[src/rtl/mux_bus_pkg.sv]
package mux_bus_pkg;
  localparam int PH_N = 8;
  localparam int PH_W = $clog2(PH_N);
  typedef logic [PH_W-1:0] phase_t;

  // phase grid in eighths of an instruction cycle
  localparam phase_t PH_LATCH_LAST = phase_t'(1);
  localparam phase_t PH_RD_FIRST   = phase_t'(3);
  localparam phase_t PH_RD_LAST    = phase_t'(6);
  localparam phase_t PH_END        = phase_t'(PH_N - 1);

  function automatic logic latch_on(input logic act, input phase_t ph);
    return act && (ph <= PH_LATCH_LAST);
  endfunction

  function automatic logic read_on(input logic act, input phase_t ph);
    return act && (ph >= PH_RD_FIRST) && (ph <= PH_RD_LAST);
  endfunction

  function automatic logic drive_on(input logic act, input phase_t ph);
    return !act || (ph <= PH_LATCH_LAST);
  endfunction
endpackage

[src/rtl/mux_bus_timebase.sv]
module mux_bus_timebase
  import mux_bus_pkg::*;
(
  input  logic   clk,
  input  logic   rst,
  input  logic   start,
  output logic   act,
  output phase_t ph,
  output logic   nxt_act,
  output phase_t nxt_ph,
  output logic   rdy
);
  always_comb begin
    nxt_act = act;
    nxt_ph  = ph;
    if (start) begin
      nxt_act = 1'b1;
      nxt_ph  = '0;
    end else if (act) begin
      if (ph == PH_END) begin
        nxt_act = 1'b0;
        nxt_ph  = '0;
      end else begin
        nxt_ph = ph + phase_t'(1);
      end
    end
  end

  always_ff @(posedge clk) begin
    if (rst) begin
      act <= 1'b0;
      ph  <= '0;
    end else begin
      act <= nxt_act;
      ph  <= nxt_ph;
    end
  end

  assign rdy = !act || (ph == PH_END);
endmodule

[src/rtl/mux_bus_pins.sv]
module mux_bus_pins
  import mux_bus_pkg::*;
#(
  parameter int AD_W = 16
) (
  input  logic            clk,
  input  logic            rst,
  input  logic            start,
  input  logic [AD_W-1:0] req_addr,
  input  logic            nxt_act,
  input  phase_t          nxt_ph,
  output logic            addr_latch,
  output logic            rd_strobe_n,
  output logic            sel_n,
  output logic [AD_W-1:0] ad_o,
  output logic            ad_oe
);
  logic            latch_q, rd_n_q, sel_n_q, oe_q;
  logic [AD_W-1:0] addr_q;

  always_ff @(posedge clk) begin
    if (rst) begin
      latch_q <= 1'b0;
      rd_n_q  <= 1'b1;
      sel_n_q <= 1'b1;
      oe_q    <= 1'b1;
      addr_q  <= '0;
    end else begin
      latch_q <= latch_on(nxt_act, nxt_ph);
      rd_n_q  <= !read_on(nxt_act, nxt_ph);
      sel_n_q <= !nxt_act;
      oe_q    <= drive_on(nxt_act, nxt_ph);
      if (start) addr_q <= req_addr;
    end
  end

  // reset overrides the registers at once so no strobe floats or glitches
  assign addr_latch  = latch_q & ~rst;
  assign rd_strobe_n = rd_n_q | rst;
  assign sel_n       = sel_n_q | rst;
  assign ad_oe       = oe_q | rst;
  assign ad_o        = rst ? '0 : addr_q;
endmodule

[src/rtl/mux_bus_capture.sv]
module mux_bus_capture
  import mux_bus_pkg::*;
#(
  parameter int AD_W = 16
) (
  input  logic            clk,
  input  logic            rst,
  input  logic            act,
  input  phase_t          ph,
  input  logic [AD_W-1:0] ad_i,
  output logic            done,
  output logic [AD_W-1:0] rdata
);
  logic take;
  assign take = act && (ph == PH_RD_LAST);

  always_ff @(posedge clk) begin
    if (rst) begin
      done  <= 1'b0;
      rdata <= '0;
    end else begin
      done <= take;
      if (take) rdata <= ad_i;
    end
  end
endmodule

[src/rtl/mux_bus_reader.sv]
module mux_bus_reader
  import mux_bus_pkg::*;
#(
  parameter int AD_W = 16
) (
  input  logic            clk,
  input  logic            rst,
  input  logic            req,
  input  logic [AD_W-1:0] req_addr,
  output logic            rdy,
  output logic            busy,
  output logic            done,
  output logic [AD_W-1:0] rdata,
  output logic            addr_latch,
  output logic            rd_strobe_n,
  output logic            sel_n,
  output logic [AD_W-1:0] ad_o,
  output logic            ad_oe,
  input  logic [AD_W-1:0] ad_i
);
  logic   act, nxt_act, start;
  phase_t ph, nxt_ph;

  assign start = req && rdy;
  assign busy  = act;

  mux_bus_timebase u_tb (
    .clk(clk), .rst(rst), .start(start), .act(act), .ph(ph),
    .nxt_act(nxt_act), .nxt_ph(nxt_ph), .rdy(rdy)
  );

  mux_bus_pins #(.AD_W(AD_W)) u_pins (
    .clk(clk), .rst(rst), .start(start), .req_addr(req_addr),
    .nxt_act(nxt_act), .nxt_ph(nxt_ph), .addr_latch(addr_latch),
    .rd_strobe_n(rd_strobe_n), .sel_n(sel_n), .ad_o(ad_o), .ad_oe(ad_oe)
  );

  mux_bus_capture #(.AD_W(AD_W)) u_cap (
    .clk(clk), .rst(rst), .act(act), .ph(ph), .ad_i(ad_i),
    .done(done), .rdata(rdata)
  );
endmodule

[config.mk]
export PLATFORM = sky130hd
export DESIGN_NAME = mux_bus_reader
export DESIGN_NICKNAME = d
export VERILOG_FILES = /design/src/rtl/mux_bus_pkg.sv /design/src/rtl/mux_bus_timebase.sv /design/src/rtl/mux_bus_pins.sv /design/src/rtl/mux_bus_capture.sv /design/src/rtl/mux_bus_reader.sv
export SDC_FILE = /design/constraint.sdc
export NUM_CORES = 1
export LEC_CHECK = 0
export BUFFER_PORTS_ARGS = -buffer_cell sky130_fd_sc_hd__buf_4
export CORE_UTILIZATION = 25
export DETAILED_ROUTE_END_ITERATION = 6
export GPL_TIMING_DRIVEN = 0
export HOLD_SLACK_MARGIN = 0.12
export PLACE_DENSITY = 0.5
export REMOVE_ABC_BUFFERS = 1
export SLEW_MARGIN = 10
export SYNTH_ARGS = -nofsm -noshare
export SYNTH_HDL_FRONTEND = slang
export SYNTH_SLANG_ARGS = --single-unit
export TNS_END_PERCENT = 30
[constraint.sdc]
create_clock -name clk -period 4.3 [get_ports clk]
set_input_delay 0.86 -clock clk [delete_from_list [all_inputs] [get_ports clk]]
set_output_delay 0.86 -clock clk [all_outputs]
set_load 0.03 [all_outputs]
==> flow_metrics.env <==
export IMPL_grt_first_pass_wirelength_um=6990
export IMPL_power_frac_comb_pct=13.4
export IMPL_post_syn_instances=201
export IMPL_cell_types_with_the_highest_counts_after_synthesis="dfxtp_1, a21oi_1, nand2_1"
export IMPL_clock_tree_root_cell="clkbuf_8"
export IMPL_detail_route_drc_violations=7
export IMPL_route_detailed_vias_per_inst=4.56
export IMPL_timing_setup_critical_path_class="reg2out"
export IMPL_buffer_ports_inserted=73
export IMPL_post_synth_top_area_fraction_pct=47.7
export IMPL_finalCriticalPeriod_ps=2730
export IMPL_synthMostInstantiatedCell="dfxtp_1"
export IMPL_first_iter_violations=55
export IMPL_placeableCoreArea_sq_um=6490
export IMPL_p_sw_uw=195
export IMPL_final_hold_viol_count=0
export IMPL_max_stage_delay_ps=430
export IMPL_power_report_internal_total_uw=610
export IMPL_pwr_share_seq_pct=49.6
export IMPL_syn_to_final_growth_pct=38.1
export IMPL_dieHeight_um=84.9
export IMPL_grt_usage_pct=12.2
export IMPL_drt_pre_antenna_iters=6
export IMPL_finish_net_count=303
export IMPL_critPathCaptureType="output pin"
export IMPL_worst_setup_hold_path_clk_slew_ps=80
export IMPL_ctsLongestPathBuffers=2
export IMPL_cp_cell_sequence="ha_1, ha_1, nor2b_4, inv_6, buf_4"
export IMPL_clock_tree_htree_level_count=2
export IMPL_grt_max_degree=58
export IMPL_cts_repair_timing_setup_buffer_count=0
export IMPL_synth_area_top_cells="dfxtp_1, a21oi_1, nand2_1"
export IMPL_post_synth_cell_area_avg_sq_um=8.55
export IMPL_synth_async_reset_ratio_pct=0
export IMPL_seq_cells_post_synth=41
export IMPL_n_antenna_cell=0
export IMPL_synth_top_area_cell="dfxtp_1"
export IMPL_critical_path_peak_fanout=19
export IMPL_timing_final_max_slew_violations=0
export IMPL_status="finished with violations"
export IMPL_post_cts_sizing_count=0
export IMPL_critical_path_arrival_ps=1870
export IMPL_initial_core_utilization_pct=26.5
export IMPL_die_width_um=84.9
export IMPL_cts_sink_count=41
export IMPL_sum_of_overflow_across_all_layers_after_global_routing=0
export IMPL_ctsHoldBuffers=0
export IMPL_worst_path_max_delay_cell="nor2b_4"
export IMPL_synth_cell_type_count=31
export IMPL_clock_power_share_pct=37.1
export IMPL_power_switching_fraction_pct=24.2
export IMPL_dp_cells=335
export IMPL_dp_hpwl_um=2790
export IMPL_power_per_cell_area_nw_per_um2=339
export IMPL_setup_viol=0
export IMPL_clock_insertion_delay_worst_skew_ps=280
export IMPL_cts_buffers_inserted=5
export IMPL_syn_cell_area_sq_um=1720
export IMPL_core_rowCount=29
export IMPL_startpoint_type="flip-flop"
export IMPL_synth_sequential_area_ratio_pct=47.7
export IMPL_final_cell_count_no_fill=342
export IMPL_via_count=1560
export IMPL_worst_supply_voltage_drop_on_vdd_uv=110
export IMPL_whs_ps=455
export IMPL_average_routed_wire_per_standard_cell_um=12.4
export IMPL_fin_worst_skew_ps=2.66
export IMPL_die_area_sq_um=7210
export IMPL_leakagePower_uw=0.000991
export IMPL_violations="design-rule violations"
export IMPL_maxClockFrequency_mhz=366
export IMPL_drive_gt1_share_pct=34.3
export IMPL_top_level_ports=74
export IMPL_tritoncts_clock_tree="done"
export IMPL_wl_um=4260
export IMPL_worst_ep_required_time_ps=3440
export IMPL_first_global_vias=1467
export IMPL_period_share_pct=63.5
export IMPL_synth_warnings=0
export IMPL_antenna_found_initial=0
export IMPL_number_of_enable_type_register_cells_in_the_synthesized_netlist=0
export IMPL_setup_tns_ps=0
export IMPL_postSynth_topFlopCell="dfxtp_1"
export IMPL_worst_slew_pin_slew_ps=662
export IMPL_gpl_final_weighted_congestion=0.661
export IMPL_timing_slew_headroom_pct=55.7
export IMPL_min_delay_path_class="reg2reg"
export IMPL_drv_cap=0
export IMPL_rsz0062_at_grt="false"
export IMPL_route_antenna_remaining_nets=0
export IMPL_critPathMostFrequentCell="ha_1"
==> metal layers <==
metal | vias to the layer above | track usage [%] | wire [um]
met5 | - | 0 | 0
met4 | 0 | 4.16 | 41
met3 | 4 | 3.40 | 191
met2 | 31 | 21.1 | 2150
met1 | 727 | 14.5 | 1870
li1 | 798 | - | -
==> layout by cell type, fill, tap and decap left out, types with 5 or more instances in the layout <==
cell type / instances
a21oi_1: 33
buf_4: 73
clkbuf_8: 5
dfxtp_1: 41
nand2_1: 32
nand3_1: 17
nor2b_1: 19
o21ai_0: 17
==> power groups by stage <==
stage,Combinational [uW],Sequential [uW],Clock (uW)
4_1_cts,110,399,310
5_1_grt,118,401,331
3_5_place_dp,110,408,0
2_1_floorplan,52.3,408,0
3_3_place_gp,109,408,0
6_report,108,399,299
==> area by class of cell <==
type	count	area, sq um
Inverter	4	20.0
Clock buffer	5	68.8
Clock inverter	2	35.0
Fill cell	705	4120
Timing Repair Buffer	73	548
Multi-Input combinational cell	140	785
Sequential cell	41	821
Tap cell	77	96.3
==> cell families (layout without fill, tap and decap cells) <==
logic type	after synthesis	in the layout	synth area share (%)
buffers and inverters	20	84	6.62
flip-flops	41	41	47.7
adder cells (fa/ha/maj)	3	3	2.18
AO/OA/AOI/OAI	55	55	18.6
multiplexers	1	1	0.582
AND/OR/NAND/NOR	81	81	24.2
==> per-stage QoR <==
step           power (uW)  utilization [%]  area, sq um  setup slack (ps)
2_1_floorplan         460                -         1630              2150
4_1_cts               819             36.5         2370              1540
6_report              805             36.5         2370              1570
3_5_place_dp          518             34.9         2270              1710
5_1_grt               850             36.5         2370              1460
3_3_place_gp          517             34.9         2270              1710
==> critical path, delay by kind of cell (launching register included) <==
kind                       cells  cell delay, ps
adders and majority gates      2             430
and+or+nand+nor                1             430
buffers and inverters          2             370
DFF                            1             350
==> sequential cells by signal, indices dropped and copies added (netlist names) <==
register        count
u_tb.act            1
u_pins.latch_q      1
u_pins.sel_n_q      1
u_pins.addr_q      16
u_pins.rd_n_q       1
u_tb.ph             3
u_cap.rdata        16
u_pins.oe_q         1
u_cap.done          1
==> path summary, 6_finish.rpt <==
kind	endpoint	start	slack (ps)	cells past startpoint
worst max-delay path	rdy	u_tb.ph[0]	1570	5
worst min-delay path	u_cap.rdata[4]	u_cap.rdata[4]	450	2
worst max register to register	u_pins.rd_n_q	u_tb.ph[0]	2390	7
worst min register to register	u_cap.rdata[4]	u_cap.rdata[4]	450	2
Power figures use the tool's default switching activity.
